File: src/rtl/als_win_pkg.sv
package als_win_pkg;
    localparam int RES_W  = 16;
    localparam int BYTE_W = 8;
    localparam int ADDR_W = 4;
    localparam int RUN_MAX = 16;
    localparam int CNT_W  = $clog2(RUN_MAX + 1);

    typedef enum logic [1:0] {
        PERS_1  = 2'b00,
        PERS_4  = 2'b01,
        PERS_8  = 2'b10,
        PERS_16 = 2'b11
    } persist_e;

    typedef struct packed {
        logic [2:0] mode;
        persist_e   persist;
    } ctrl_t;

    localparam logic [ADDR_W-1:0] A_CTRL = 4'h0;
    localparam logic [ADDR_W-1:0] A_LO_L = 4'h4;
    localparam logic [ADDR_W-1:0] A_LO_H = 4'h5;
    localparam logic [ADDR_W-1:0] A_HI_L = 4'h6;
    localparam logic [ADDR_W-1:0] A_HI_H = 4'h7;

    function automatic logic [CNT_W-1:0] run_len(persist_e p);
        case (p)
            PERS_1:  run_len = CNT_W'(1);
            PERS_4:  run_len = CNT_W'(4);
            PERS_8:  run_len = CNT_W'(8);
            default: run_len = CNT_W'(RUN_MAX);
        endcase
    endfunction

    function automatic logic [BYTE_W-1:0] pack_ctrl(ctrl_t c, logic status);
        pack_ctrl = {c.mode, 2'b00, status, c.persist};
    endfunction
endpackage

File: src/rtl/als_win_regs.sv
module als_win_regs
    import als_win_pkg::*;
(
    input  logic              clk,
    input  logic              rst,
    input  logic              wr_en,
    input  logic [ADDR_W-1:0] wr_addr,
    input  logic [BYTE_W-1:0] wr_data,
    input  logic [ADDR_W-1:0] rd_addr,
    input  logic              status,
    output logic [BYTE_W-1:0] rd_data,
    output ctrl_t             ctrl,
    output logic [RES_W-1:0]  thr_lo,
    output logic [RES_W-1:0]  thr_hi,
    output logic              persist_chg
);
    logic unused_wr_bits;
    assign unused_wr_bits = ^wr_data[4:2];

    logic ctrl_wr;
    assign ctrl_wr     = wr_en && (wr_addr == A_CTRL);
    assign persist_chg = ctrl_wr && (persist_e'(wr_data[1:0]) != ctrl.persist);

    always_ff @(posedge clk) begin
        if (rst) begin
            ctrl   <= '{mode: 3'b000, persist: PERS_1};
            thr_lo <= '0;
            thr_hi <= '1;
        end else if (wr_en) begin
            case (wr_addr)
                A_CTRL: ctrl <= '{mode: wr_data[7:5], persist: persist_e'(wr_data[1:0])};
                A_LO_L: thr_lo[7:0]  <= wr_data;
                A_LO_H: thr_lo[15:8] <= wr_data;
                A_HI_L: thr_hi[7:0]  <= wr_data;
                A_HI_H: thr_hi[15:8] <= wr_data;
                default: ;
            endcase
        end
    end

    always_comb begin
        case (rd_addr)
            A_CTRL:  rd_data = pack_ctrl(ctrl, status);
            A_LO_L:  rd_data = thr_lo[7:0];
            A_LO_H:  rd_data = thr_lo[15:8];
            A_HI_L:  rd_data = thr_hi[7:0];
            A_HI_H:  rd_data = thr_hi[15:8];
            default: rd_data = '0;
        endcase
    end


    lo_lsb_write_chk: assert property (@(posedge clk) disable iff (rst)
        (wr_en && wr_addr == A_LO_L) |=> (thr_lo[7:0] == $past(wr_data)));


    hi_msb_write_chk: assert property (@(posedge clk) disable iff (rst)
        (wr_en && wr_addr == A_HI_H) |=> (thr_hi[15:8] == $past(wr_data)));
endmodule

File: src/rtl/als_win_cmp.sv
module als_win_cmp #(
    parameter int W = 16
) (
    input  logic [W-1:0] sample,
    input  logic [W-1:0] lo,
    input  logic [W-1:0] hi,
    output logic         outside
);
    logic below, above;
    assign below   = sample < lo;
    assign above   = sample > hi;
    assign outside = below || above;


    equal_bound_inside_chk: assert final ((sample != lo && sample != hi) || lo > hi || !outside);
endmodule

File: src/rtl/als_win_persist.sv
module als_win_persist
    import als_win_pkg::*;
(
    input  logic     clk,
    input  logic     rst,
    input  logic     sample_vld,
    input  logic     outside,
    input  persist_e persist,
    input  logic     persist_chg,
    input  logic     clr,
    output logic     flag
);
    localparam logic [CNT_W-1:0] CNT_SAT = CNT_W'(RUN_MAX);

    logic [CNT_W-1:0] cnt, cnt_inc;
    logic             trig;

    assign cnt_inc = (cnt == CNT_SAT) ? CNT_SAT : cnt + 1'b1;
    assign trig    = sample_vld && outside && !persist_chg && (cnt_inc >= run_len(persist));

    always_ff @(posedge clk) begin
        if (rst) begin
            cnt <= '0;
        end else if (persist_chg) begin
            cnt <= '0;
        end else if (sample_vld) begin
            cnt <= outside ? cnt_inc : '0;
        end
    end

    always_ff @(posedge clk) begin
        if (rst)       flag <= 1'b0;
        else if (trig) flag <= 1'b1;
        else if (clr)  flag <= 1'b0;
    end


    cnt_bound_chk: assert property (@(posedge clk) disable iff (rst) cnt <= CNT_SAT);


    inwin_restart_chk: assert property (@(posedge clk) disable iff (rst)
        (sample_vld && !outside) |=> (cnt == '0));


    persist_chg_restart_chk: assert property (@(posedge clk) disable iff (rst)
        persist_chg |=> (cnt == '0));


    flag_rise_cause_chk: assert property (@(posedge clk) disable iff (rst)
        $rose(flag) |-> ($past(sample_vld) && $past(outside)));


    flag_hold_chk: assert property (@(posedge clk) disable iff (rst)
        (flag && !clr) |=> flag);


    flag_clear_chk: assert property (@(posedge clk) disable iff (rst)
        (clr && !(sample_vld && outside)) |=> !flag);


    trig_wins_chk: assert property (@(posedge clk) disable iff (rst)
        (clr && trig) |=> flag);
endmodule

File: src/rtl/als_win_irq.sv
module als_win_irq
    import als_win_pkg::*;
(
    input  logic              clk,
    input  logic              rst,
    input  logic              wr_en,
    input  logic [ADDR_W-1:0] wr_addr,
    input  logic [BYTE_W-1:0] wr_data,
    input  logic [ADDR_W-1:0] rd_addr,
    output logic [BYTE_W-1:0] rd_data,
    input  logic              ctrl_rd_done,
    input  logic [RES_W-1:0]  res_data,
    input  logic              res_vld,
    output logic              irq_n
);
    ctrl_t            ctrl;
    logic [RES_W-1:0] thr_lo, thr_hi;
    logic             persist_chg, outside, flag;

    als_win_regs u_regs (
        .clk(clk), .rst(rst), .wr_en(wr_en), .wr_addr(wr_addr), .wr_data(wr_data),
        .rd_addr(rd_addr), .status(flag), .rd_data(rd_data), .ctrl(ctrl),
        .thr_lo(thr_lo), .thr_hi(thr_hi), .persist_chg(persist_chg)
    );

    als_win_cmp #(.W(RES_W)) u_cmp (
        .sample(res_data), .lo(thr_lo), .hi(thr_hi), .outside(outside)
    );

    als_win_persist u_persist (
        .clk(clk), .rst(rst), .sample_vld(res_vld), .outside(outside),
        .persist(ctrl.persist), .persist_chg(persist_chg), .clr(ctrl_rd_done),
        .flag(flag)
    );

    assign irq_n = ~flag;


    status_ro_chk: assert property (@(posedge clk) disable iff (rst)
        (wr_en && wr_addr == A_CTRL && !res_vld && !ctrl_rd_done) |=> $stable(flag));


    reset_irq_chk: assert property (@(posedge clk) $past(rst) |-> irq_n);
endmodule

File: config.mk
export PLATFORM = sky130hd
export DESIGN_NAME = als_win_irq
export DESIGN_NICKNAME = d
export VERILOG_FILES = /design/src/rtl/als_win_pkg.sv /design/src/rtl/als_win_regs.sv /design/src/rtl/als_win_cmp.sv /design/src/rtl/als_win_persist.sv /design/src/rtl/als_win_irq.sv
export SDC_FILE = /design/constraint.sdc
export NUM_CORES = 1
export LEC_CHECK = 0
export BUFFER_PORTS_ARGS = -buffer_cell sky130_fd_sc_hd__buf_2
export CAP_MARGIN = 20
export CORE_AREA = 5 5 75 112
export CTS_CLUSTER_DIAMETER = 30
export CTS_CLUSTER_SIZE = 10
export DETAILED_ROUTE_END_ITERATION = 6
export DIE_AREA = 0 0 80 117
export PLACE_DENSITY_LB_ADDON = 0.3
export SLEW_MARGIN = 10
export SYNTH_ARGS = -nofsm -noshare
export SYNTH_HDL_FRONTEND = slang
export SYNTH_SLANG_ARGS = --single-unit
File: constraint.sdc
create_clock -name clk -period 4.9 [get_ports clk]
set_clock_uncertainty 0.1 [all_clocks]
set_input_delay 0.98 -clock clk [delete_from_list [all_inputs] [get_ports clk]]
set_output_delay 0.98 -clock clk [all_outputs]
set_load 0.005 [all_outputs]
==> out/results.txt <==
The flow ran to the end, and the final reports show no timing, DRC or antenna violations. The total global-route track usage is 17.7%, and the maximum clock frequency is 272 MHz. For the final net count, the log shows 442. Hold timing on the final database bottoms out at a slack of 398 ps. After filler insertion, the fill cell instance count of the layout stands at 772.

The first global-routing pass estimated 12.6 mm of wire. In the routed layout, each cell is associated on average with a via count of 5.22. The signal on the critical path passes through buf_2 -> nand2b_1 -> nor3b_1 -> a22oi_1 -> o21ai_0 -> buf_2. The share of async-settable or async-resettable flops after synthesis was 0%. The number of global-route vias before repair is 2511, and the number of core rows is 39.

The largest total area in the synthesized netlist belongs to sky130_fd_sc_hd__dfxtp_1. Setup repair after global routing left no endpoint under its margin. The count of pins on the block boundary came out at 46. The peak per-stage delay on the critical path works out to 720 ps.

STA puts the critical path data required time at 3820 ps. Routability-driven placement finished with a final weighted congestion of 0.870. The tool flagged a number of max-cap violations equal to 0. Type of the most critical hold path: reg -> reg. The floorplan step set the die width to 80 um.

Netlist area before placement: 2840 sq um. The synthesis-to-layout area growth works out to 16.6%. The transition time of the tightest slew-check pin was 1030 ps.

The antenna violation net count after detailed routing was 0. Clock-pin slew was measured on the worst setup and hold paths at 50 ps. In the final timing run, aggregate negative setup slack is 0 ps. The tree is rooted in a sky130_fd_sc_hd__clkbuf_16. Number of distinct library cell variants in the gate-level netlist after synthesis: 46. In this run, post-CTS repair resized a total of 0 instances.

The tools report the kind of end point of the critical path as a primary output. The run gives 0 as the initial antenna violation count. The vertical extent of the die works out to 117 um. The share of the clock period used by the worst path came out at 75.1%.

Dividing total power by cell area gives a power density of 246 nW/um^2. The number of design rule violations left after detail routing is 0, and the clock insertion delay at the later pin of the skew report is 280 ps. The average cell area after synthesis was 8.71 sq um; the final routed wirelength across all metal layers was 7.86 mm.

The first detailed-routing pass ran for 4 iterations. Cell with the largest stage delay on the worst path: sky130_fd_sc_hd__nor3b_1. The die covers 9360 sq um. The HPWL after detailed placement is 6.41 mm. Setup violations remaining at the end of the flow were counted as 0. The most numerous cell type found on the critical path is sky130_fd_sc_hd__buf_2. Data on the critical path arrives at its endpoint at 2600 ps. CTS built an H-tree with a depth of 2. After synthesis, the cell types taking the most area are sky130_fd_sc_hd__dfxtp_1 (30%), sky130_fd_sc_hd__ha_1 (16%), sky130_fd_sc_hd__mux2i_1 (11%). Of the post-synthesis cell area, the dominant cell type holds 30.3%. Entering global routing, the biggest net connects 26 pins. Measured against its own limit, the worst slew margin works out to 30.4%.

Fraction of layout cells with a size suffix above 1: 17.6%. The worst setup path is launched from a primary input. For the post-synth net total, the log shows 400. Counting every instance in the synthesized netlist gives 326. The total vias in the final route was 2460; the maximum resistive drop on vdd was 0.144 mV. TritonCTS built the clock tree. The sequential cells in the finished layout cover a total of 861 sq um.

The run gives 0 as the number of buffers added for setup after CTS. In this design, the largest share of critical-path delay is due to simple AND/OR/NAND/NOR gates. The worst setup slack before clock tree synthesis is 1230 ps, and the final cell utilization of the core is 44.7%.

Path type of the worst setup path: in -> out. The clock passes through at most 2 buffers. The logs give 30.3% for the post-synthesis sequential area ratio and 113 for the detailed router's first-iteration violation count. Summed over all layers, the global routing overflow is 0. In this run the worst path has a maximum fanout of 9. Summing all multi-input logic gate instances after layout gives 1800 sq um. After layout, the worst setup slack is 1220 ps. Antenna diode count: 0.

In this run, synthesis inferred 0 flip-flops with an integrated enable. The total power after layout is 813 uW. The initial utilization of the core area, before any placement, comes to 38.3%.

The run gives 0.00157 uW as the leakage power. After layout, the minimum clock period comes to 3680 ps. The clock net in this run drives a total of 43 sinks.

In the final routed layout, each cell accounts on average for 16.7 um. The yosys synthesis warning count was 0; the total of buffers placed on input and output ports was 45. The tools report the final count of pins violating max slew as 0. The final hold violation count is 0, and the count of state elements after synthesis is 43.

The number of buffers inserted for hold repair after clock tree synthesis was 0; the buffers plus inverters on the worst setup path was 2. The region available for standard cell placement spans 7420 sq um. For this run, the leading register cell type out of synthesis is sky130_fd_sc_hd__dfxtp_1. The number of buffers created by CTS is 5.
## flip-flops by register name, summed over array words and instances, names as in the netlist
| name | count |
|---|---|
| u_regs.thr_lo | 16 |
| u_persist.flag | 1 |
| u_regs.ctrl | 5 |
| u_persist.cnt | 5 |
| u_regs.thr_hi | 16 |
## through the flow
stage / instance area [sq um] / std cells
floorplan: 2840 / 326
global placement: 3160 / 463
detailed placement: 3160 / 463
CTS: 3310 / 471
global route: 3310 / 471
finish: 3310 / 471
## power by group
part / internal (uW) / switching [uW]
Sequential: 355 / 4.89
Combinational: 44.5 / 62.0
Clock: 217 / 130
Total: 617 / 197
## worst register-to-register path, cell delays in order (launching register included)
cell                        delay (ps)
sky130_fd_sc_hd__dfxtp_1           350
sky130_fd_sc_hd__inv_1             100
sky130_fd_sc_hd__ha_1              320
sky130_fd_sc_hd__nand4_1           140
sky130_fd_sc_hd__or3_1             420
sky130_fd_sc_hd__a221oi_2          240
sky130_fd_sc_hd__a2111oi_2         110
sky130_fd_sc_hd__a22o_2            300
sky130_fd_sc_hd__a22o_1            230
## layout by cell type, fill, tap and decap left out, drive strengths merged, types with 3 or more instances in the layout
master / netlist / layout
a21oi: 12 / 12
a22o: 4 / 4
a22oi: 13 / 13
buf: 0 / 45
clkbuf: 10 / 8
dfxtp: 43 / 43
ha: 37 / 37
inv: 38 / 38
mux2i: 31 / 31
nand2: 31 / 31
nand2b: 3 / 3
nand3: 6 / 6
nand4: 8 / 8
nor2: 25 / 25
nor2b: 4 / 4
nor3: 5 / 5
nor3b: 3 / 3
o211ai: 8 / 8
o21ai: 19 / 19
## per-layer routing
| metal | vias to the layer above | GRT usage, % | routed length, um |
|---|---|---|---|
| met5 | - | 0 | 0 |
| met4 | 0 | 10.3 | 396 |
| met3 | 19 | 2.07 | 178 |
| li1 | 1240 | - | - |
| met1 | 1152 | 18.8 | 3050 |
| met2 | 49 | 33.2 | 4240 |
## path summary, 6_finish.rpt
check             depth (start not counted)  slack [ps]               end               from
hold / removal                            2         400    u_regs.ctrl[4]     u_regs.ctrl[4]
hold reg to reg                           2         400    u_regs.ctrl[4]     u_regs.ctrl[4]
setup reg to reg                          8        2480  u_persist.cnt[2]  u_regs.thr_lo[15]
setup / recovery                          6        1220        rd_data[6]         rd_addr[3]
## kinds of logic after synthesis
| family | after synthesis | share of synthesized area (%) |
|---|---|---|
| fa+ha+maj | 37 | 16.3 |
| simple gates | 92 | 16.3 |
| flops | 43 | 30.3 |
| mux | 34 | 12.9 |
| compound gates | 68 | 16.6 |
| xor+xnor | 4 | 1.23 |
| buf+inv | 48 | 6.34 |
## cells in the mapped netlist (all sizes together) (2+ instances only)
library cell  count
and2              2
xor2              2
a21o              2
nand2            31
nand2b            3
xnor2             2
mux2i            31
o21a              2
clkbuf           10
dfxtp            43
ha               37
nand3             6
o21ai            19
o211ai            8
a21oi            12
nor3b             3
a22o              4
nor2b             4
inv              38
a22oi            13
nand4             8
nor2             25
mux4              2
nor3              5
## area by class of cell
type	count	share of cell area [%]
clock buffers	8	4.72
inverters	38	4.31
multi-input cells	235	54.3
flip-flops and latches	43	26.0
well taps	102	3.85
repair buffers	45	6.80
Power figures use the tool's default switching activity.
